`src/rtl/busDemuxPkg.sv`:
```
package busDemuxPkg;
  // Active-high strobe set passed from control to datapath and top
  typedef struct packed {
    logic memRd;
    logic memWr;
    logic ioRd;
    logic ioWr;
    logic devDrive;
    logic cpuDrive;
  } strobeSet_t;
endpackage

```
`src/rtl/busCtrl.sv`:
```
module busCtrl
  import busDemuxPkg::*;
(
  input  logic       clk,
  input  logic       rstN,
  input  logic       aleIn,
  input  logic       rdN,
  input  logic       wrN,
  input  logic       ioMIn,
  output strobeSet_t strobes
);
  logic rdOnly;
  logic wrOnly;

  // Read and write both low is treated as idle, so strobes stay exclusive
  assign rdOnly = rstN && !rdN && wrN;
  assign wrOnly = rstN && !wrN && rdN;

  always_comb begin
    strobes          = '0;
    strobes.memRd    = rdOnly && !ioMIn;
    strobes.ioRd     = rdOnly &&  ioMIn;
    strobes.memWr    = wrOnly && !ioMIn;
    strobes.ioWr     = wrOnly &&  ioMIn;
    strobes.devDrive = wrOnly && !aleIn;
    strobes.cpuDrive = rdOnly;
  end

  // at most one strobe asserted
  a_r9_one_strobe: assert property (@(posedge clk) disable iff (!rstN)
    $countones({strobes.memRd, strobes.memWr, strobes.ioRd, strobes.ioWr}) <= 1);

  // memory strobes only in a memory cycle
  a_r5_mem_cycle: assert property (@(posedge clk) disable iff (!rstN)
    (strobes.memRd || strobes.memWr) |-> !ioMIn);

  // I/O strobes only in an I/O cycle
  a_r7_io_cycle: assert property (@(posedge clk) disable iff (!rstN)
    (strobes.ioRd || strobes.ioWr) |-> ioMIn);

  // device side driven only by a write outside the address phase
  a_r10_dev_drive: assert property (@(posedge clk) disable iff (!rstN)
    strobes.devDrive |-> (!wrN && !aleIn && (strobes.memWr || strobes.ioWr)));
endmodule

```
`src/rtl/addrPath.sv`:
```
module addrPath
  import busDemuxPkg::*;
#(
  parameter int LO_W = 8,
  parameter int HI_W = 8,
  localparam int ADDR_W = LO_W + HI_W
) (
  input  logic              clk,
  input  logic              rstN,
  input  logic              aleIn,
  input  logic [HI_W-1:0]   addrHiIn,
  input  logic [LO_W-1:0]   adIn,
  input  logic [LO_W-1:0]   devDataIn,
  input  strobeSet_t        strobes,
  output logic [ADDR_W-1:0] addrOut,
  output logic [LO_W-1:0]   devDataOut,
  output logic [LO_W-1:0]   cpuDataOut
);
  logic [LO_W-1:0] heldLo;
  logic [LO_W-1:0] curLo;

  // Capture register: loads while the address phase is open
  always_ff @(posedge clk or negedge rstN) begin
    if (!rstN)      heldLo <= '0;
    else if (aleIn) heldLo <= adIn;
  end

  // Transparent behaviour: bus passes through during the address phase
  assign curLo      = aleIn ? adIn : heldLo;
  assign addrOut    = {addrHiIn, curLo};
  assign devDataOut = adIn;
  assign cpuDataOut = strobes.cpuDrive ? devDataIn : '0;

  // low byte steady through consecutive cycles outside the address phase
  a_r3_hold: assert property (@(posedge clk) disable iff (!rstN)
    (!aleIn && $past(!aleIn)) |-> $stable(curLo));

  // no read data toward the processor without a read strobe
  a_r11_cpu_quiet: assert property (@(posedge clk) disable iff (!rstN)
    !(strobes.memRd || strobes.ioRd) |-> (cpuDataOut == '0));
endmodule

```
`src/rtl/busDemux.sv`:
```
module busDemux
  import busDemuxPkg::*;
#(
  parameter int LO_W = 8,
  parameter int HI_W = 8,
  localparam int ADDR_W = LO_W + HI_W
) (
  input  logic              clk,
  input  logic              rstN,
  input  logic              aleIn,
  input  logic [HI_W-1:0]   addrHiIn,
  input  logic [LO_W-1:0]   adIn,
  input  logic              rdN,
  input  logic              wrN,
  input  logic              ioMIn,
  input  logic [LO_W-1:0]   devDataIn,
  output logic [ADDR_W-1:0] addrOut,
  output logic              memRdN,
  output logic              memWrN,
  output logic              ioRdN,
  output logic              ioWrN,
  output logic [LO_W-1:0]   devDataOut,
  output logic              devDataOe,
  output logic [LO_W-1:0]   cpuDataOut,
  output logic              cpuDataOe
);
  strobeSet_t strobes;

  busCtrl uCtrl (
    .clk    (clk),
    .rstN   (rstN),
    .aleIn  (aleIn),
    .rdN    (rdN),
    .wrN    (wrN),
    .ioMIn  (ioMIn),
    .strobes(strobes)
  );

  addrPath #(.LO_W(LO_W), .HI_W(HI_W)) uPath (
    .clk       (clk),
    .rstN      (rstN),
    .aleIn     (aleIn),
    .addrHiIn  (addrHiIn),
    .adIn      (adIn),
    .devDataIn (devDataIn),
    .strobes   (strobes),
    .addrOut   (addrOut),
    .devDataOut(devDataOut),
    .cpuDataOut(cpuDataOut)
  );

  assign memRdN    = !strobes.memRd;
  assign memWrN    = !strobes.memWr;
  assign ioRdN     = !strobes.ioRd;
  assign ioWrN     = !strobes.ioWr;
  assign devDataOe = strobes.devDrive;
  assign cpuDataOe = strobes.cpuDrive;

  // low address follows the bus during the address phase
  a_r2_follow: assert property (@(posedge clk) disable iff (!rstN)
    aleIn |-> (addrOut[LO_W-1:0] == adIn));

  // high address byte passes through
  a_r4_high: assert property (@(posedge clk) disable iff (!rstN)
    addrOut[ADDR_W-1:LO_W] == addrHiIn);
endmodule

```
`config.mk`:
```
export PLATFORM = sky130hd
export DESIGN_NAME = busDemux
export DESIGN_NICKNAME = d
export VERILOG_FILES = /design/src/rtl/busDemuxPkg.sv /design/src/rtl/busCtrl.sv /design/src/rtl/addrPath.sv /design/src/rtl/busDemux.sv
export SDC_FILE = /design/constraint.sdc
export NUM_CORES = 1
export LEC_CHECK = 0
export CORE_MARGIN = 2
export CORE_UTILIZATION = 27
export CTS_CLUSTER_SIZE = 16
export DETAILED_ROUTE_END_ITERATION = 16
export PLACE_DENSITY = 0.79
export SYNTH_ARGS = -nofsm -noshare
export SYNTH_HDL_FRONTEND = slang
export SYNTH_SLANG_ARGS = --single-unit
```
`constraint.sdc`:
```
create_clock -name clk -period 1.05 [get_ports clk]
set_input_delay 0.21 -clock clk [delete_from_list [all_inputs] [get_ports clk]]
set_output_delay 0.21 -clock clk [all_outputs]
set_load 0.02 [all_outputs]
```
==> summary.txt <==
total negative slack - -1.43 ns
ANT nets after route - 0
final instance area - 0.00114 mm^2
row count - 17
post-route insts no fill - 121
Area Overhead vs Synth - 85.0%
post-synth top area share - 32.5%
via count - 559
Final Skew - 0 ns
H-Tree Depth - 1
pwr/cell area - 896 mW/mm^2
worst hold path type - input pin to async pin
post-route setup slack - -0.186 ns
placed cell count - 113
Slew @ Worst Pin - 0.219 ns
DR iter-0 viols - 6
GR Overflow Total - 0
post-DR wirelength/cell - 13.9 um
Tot Pwr - 1.02 mW
Diodes inserted - 0
first-pass GRT wire length - 2.50 mm
root buf cell - clkbuf_4
# IOs - 68
CP Cell Sequence - mux2_4 > buf_6
proportion of layout cells with a drive suffix above 1 - 51.6%
clock buffer depth - 2
max-cap violation count - 0
CP max stage cell - dfrtp_1
CTS buffer count - 3
hpwl dp - 1.21 mm
Pleak - 0.599 nW
unrepaired setup endpoints after global routing - true
Ys Warns - 0
# DRC - 0
Rel. slew slack - 85.5%
Synth cell types - 9
CTS tree - done
Nets - 125
die height - 51.8 um
syn_nets - 80
Biggest register - uPath.heldLo
outcome - finished, violations left
Core Area - 0.00219 mm^2
critical path data required time - 0.84 ns
drt pass-1 iters - 2
Total GRT Usage - 12.9%
vias in the first global route - 564
Max stage delay on crit path - 0.36 ns
GPL Wtd Cong - 0.643
Mapped Area - 616 um^2
violated checks - negative setup slack
largest registers - uPath.heldLo (8)
CP bufs+invs - 1
crit path capture type - output port
Syn Inst Count - 50
die width - 51.8 um
Initial Util - 28.1%
startpoint class of the critical path - flop
CP Class - flop to output port
final wirelength - 1.68 mm
worst vdd ir - 648 uV
Seq cells post-synth - 8
Worst EP arrival - 1.03 ns
max reg flops - 8
final hold vios - 0
Hold Slack - 0.0896 ns
Reg clk slew, reported paths - 0.05 ns
CTS Sinks - 8
placed cell areas - 0.00106 mm^2
sequential share of the synthesized area - 32.5%
leading area contributor after synthesis - dfrtp_1
fmax - 809 MHz
Final setup viols - 9
full die area - 0.00268 mm^2
period utilisation layout - 118%
peak fanout along the critical path - 2
Worst R2R Setup Slack - 0.16 ns
Syn Area/Cell - 12.3 um^2
delay-heaviest family, CP - flip-flops
initial antenna violation count - 0
Clk Latency, worst-skew pair - 0.25 ns
largest net degree at the start of global routing - 15
min Tclk post-route - 1.24 ns
top post-synthesis cells by area - dfrtp_1 (33%), buf_4 (23%), mux2_4 (20%)
post-DR vias/cell - 4.62
Max Transition Viols Final - 0
IO buf count - 51
[synthesized netlist by cell type]
| library cell | count |
|---|---|
| and4bb_1 | 1 |
| buf_6 | 1 |
| dfrtp_1 | 8 |
| buf_4 | 19 |
| nand4bb_1 | 2 |
| mux2_4 | 8 |
| and4b_1 | 8 |
| and3b_1 | 1 |
| nand4b_1 | 2 |
[kinds of logic after synthesis]
logic type	share of synthesized area, %
DFF	32.5
muxes	19.5
buffers and inverters	25.0
and+or+nand+nor	23.0
[placed cells by master (no fill, tap or decap), drive strengths merged]
master	synthesis	routed
clkdlybuf4s15	0	1
dfrtp	8	8
dlymetal6s2s	0	2
dlygate4sd2	0	20
clkbuf	0	3
buf	20	37
and3b	1	1
nand4b	2	2
nand4bb	2	2
and4bb	1	1
and4b	8	8
mux2	8	8
[final cells by class]
cell class / instances / area (um^2)
repair buffers: 60 / 619
fillers: 208 / 1050
flip-flops and latches: 8 / 200
well taps: 28 / 35.0
clock buffers: 3 / 22.5
multi-input cells: 22 / 262
[tightest hold or removal path, cell delays in order]
cell    delay [ns]
buf_4         0.13
buf_16        0.12
buf_4         0.10
buf_4         0.10
[timing repair]
item / CTS / global route
endpoints found under the setup margin: 30 / 13
cloned: 2 / 0
hold buffers: 0 / 0
gates resized for setup: 173 / 11
setup buffers: 3 / 0
pin swaps: 6 / 2
[worst paths after layout]
kind | from | end | cells past startpoint
min in group clk | adIn[7] | uPath.heldLo[7] | 2
setup / recovery | uPath.heldLo[3] | addrOut[3] | 2
hold reg to reg | uPath.heldLo[5] | uPath.heldLo[5] | 1
hold / removal | rstN | uPath.heldLo[3] | 4
max in group asynchronous | rstN | uPath.heldLo[7] | 4
setup reg to reg | uPath.heldLo[3] | uPath.heldLo[3] | 2
[per-stage QoR]
| stage | setup slack (ns) | util [%] |
|---|---|---|
| after detailed placement | -0.913 | 48.5 |
| final | -0.186 | 52.0 |
| after global placement | -0.878 | 48.5 |
| after CTS | -0.199 | 50.5 |
| after global routing | -0.228 | 52.0 |
| after floorplan | 0.140 | - |
[report_power, final]
group	internal, mW	switching [mW]	leakage [nW]
Clock	0.131	0.100	0.0138
Combinational	0.251	0.190	0.492
Sequential	0.339	0.00843	0.0935
[metal layers]
layer | vias up | track usage (%) | wire length (um)
met5 | - | 0 | 0
met4 | 0 | 7.46 | 9
met3 | 4 | 3.74 | 261
met2 | 44 | 25.0 | 858
met1 | 255 | 11.8 | 549
li1 | 256 | - | -
No activity file was read; power rests on OpenSTA's default activity.
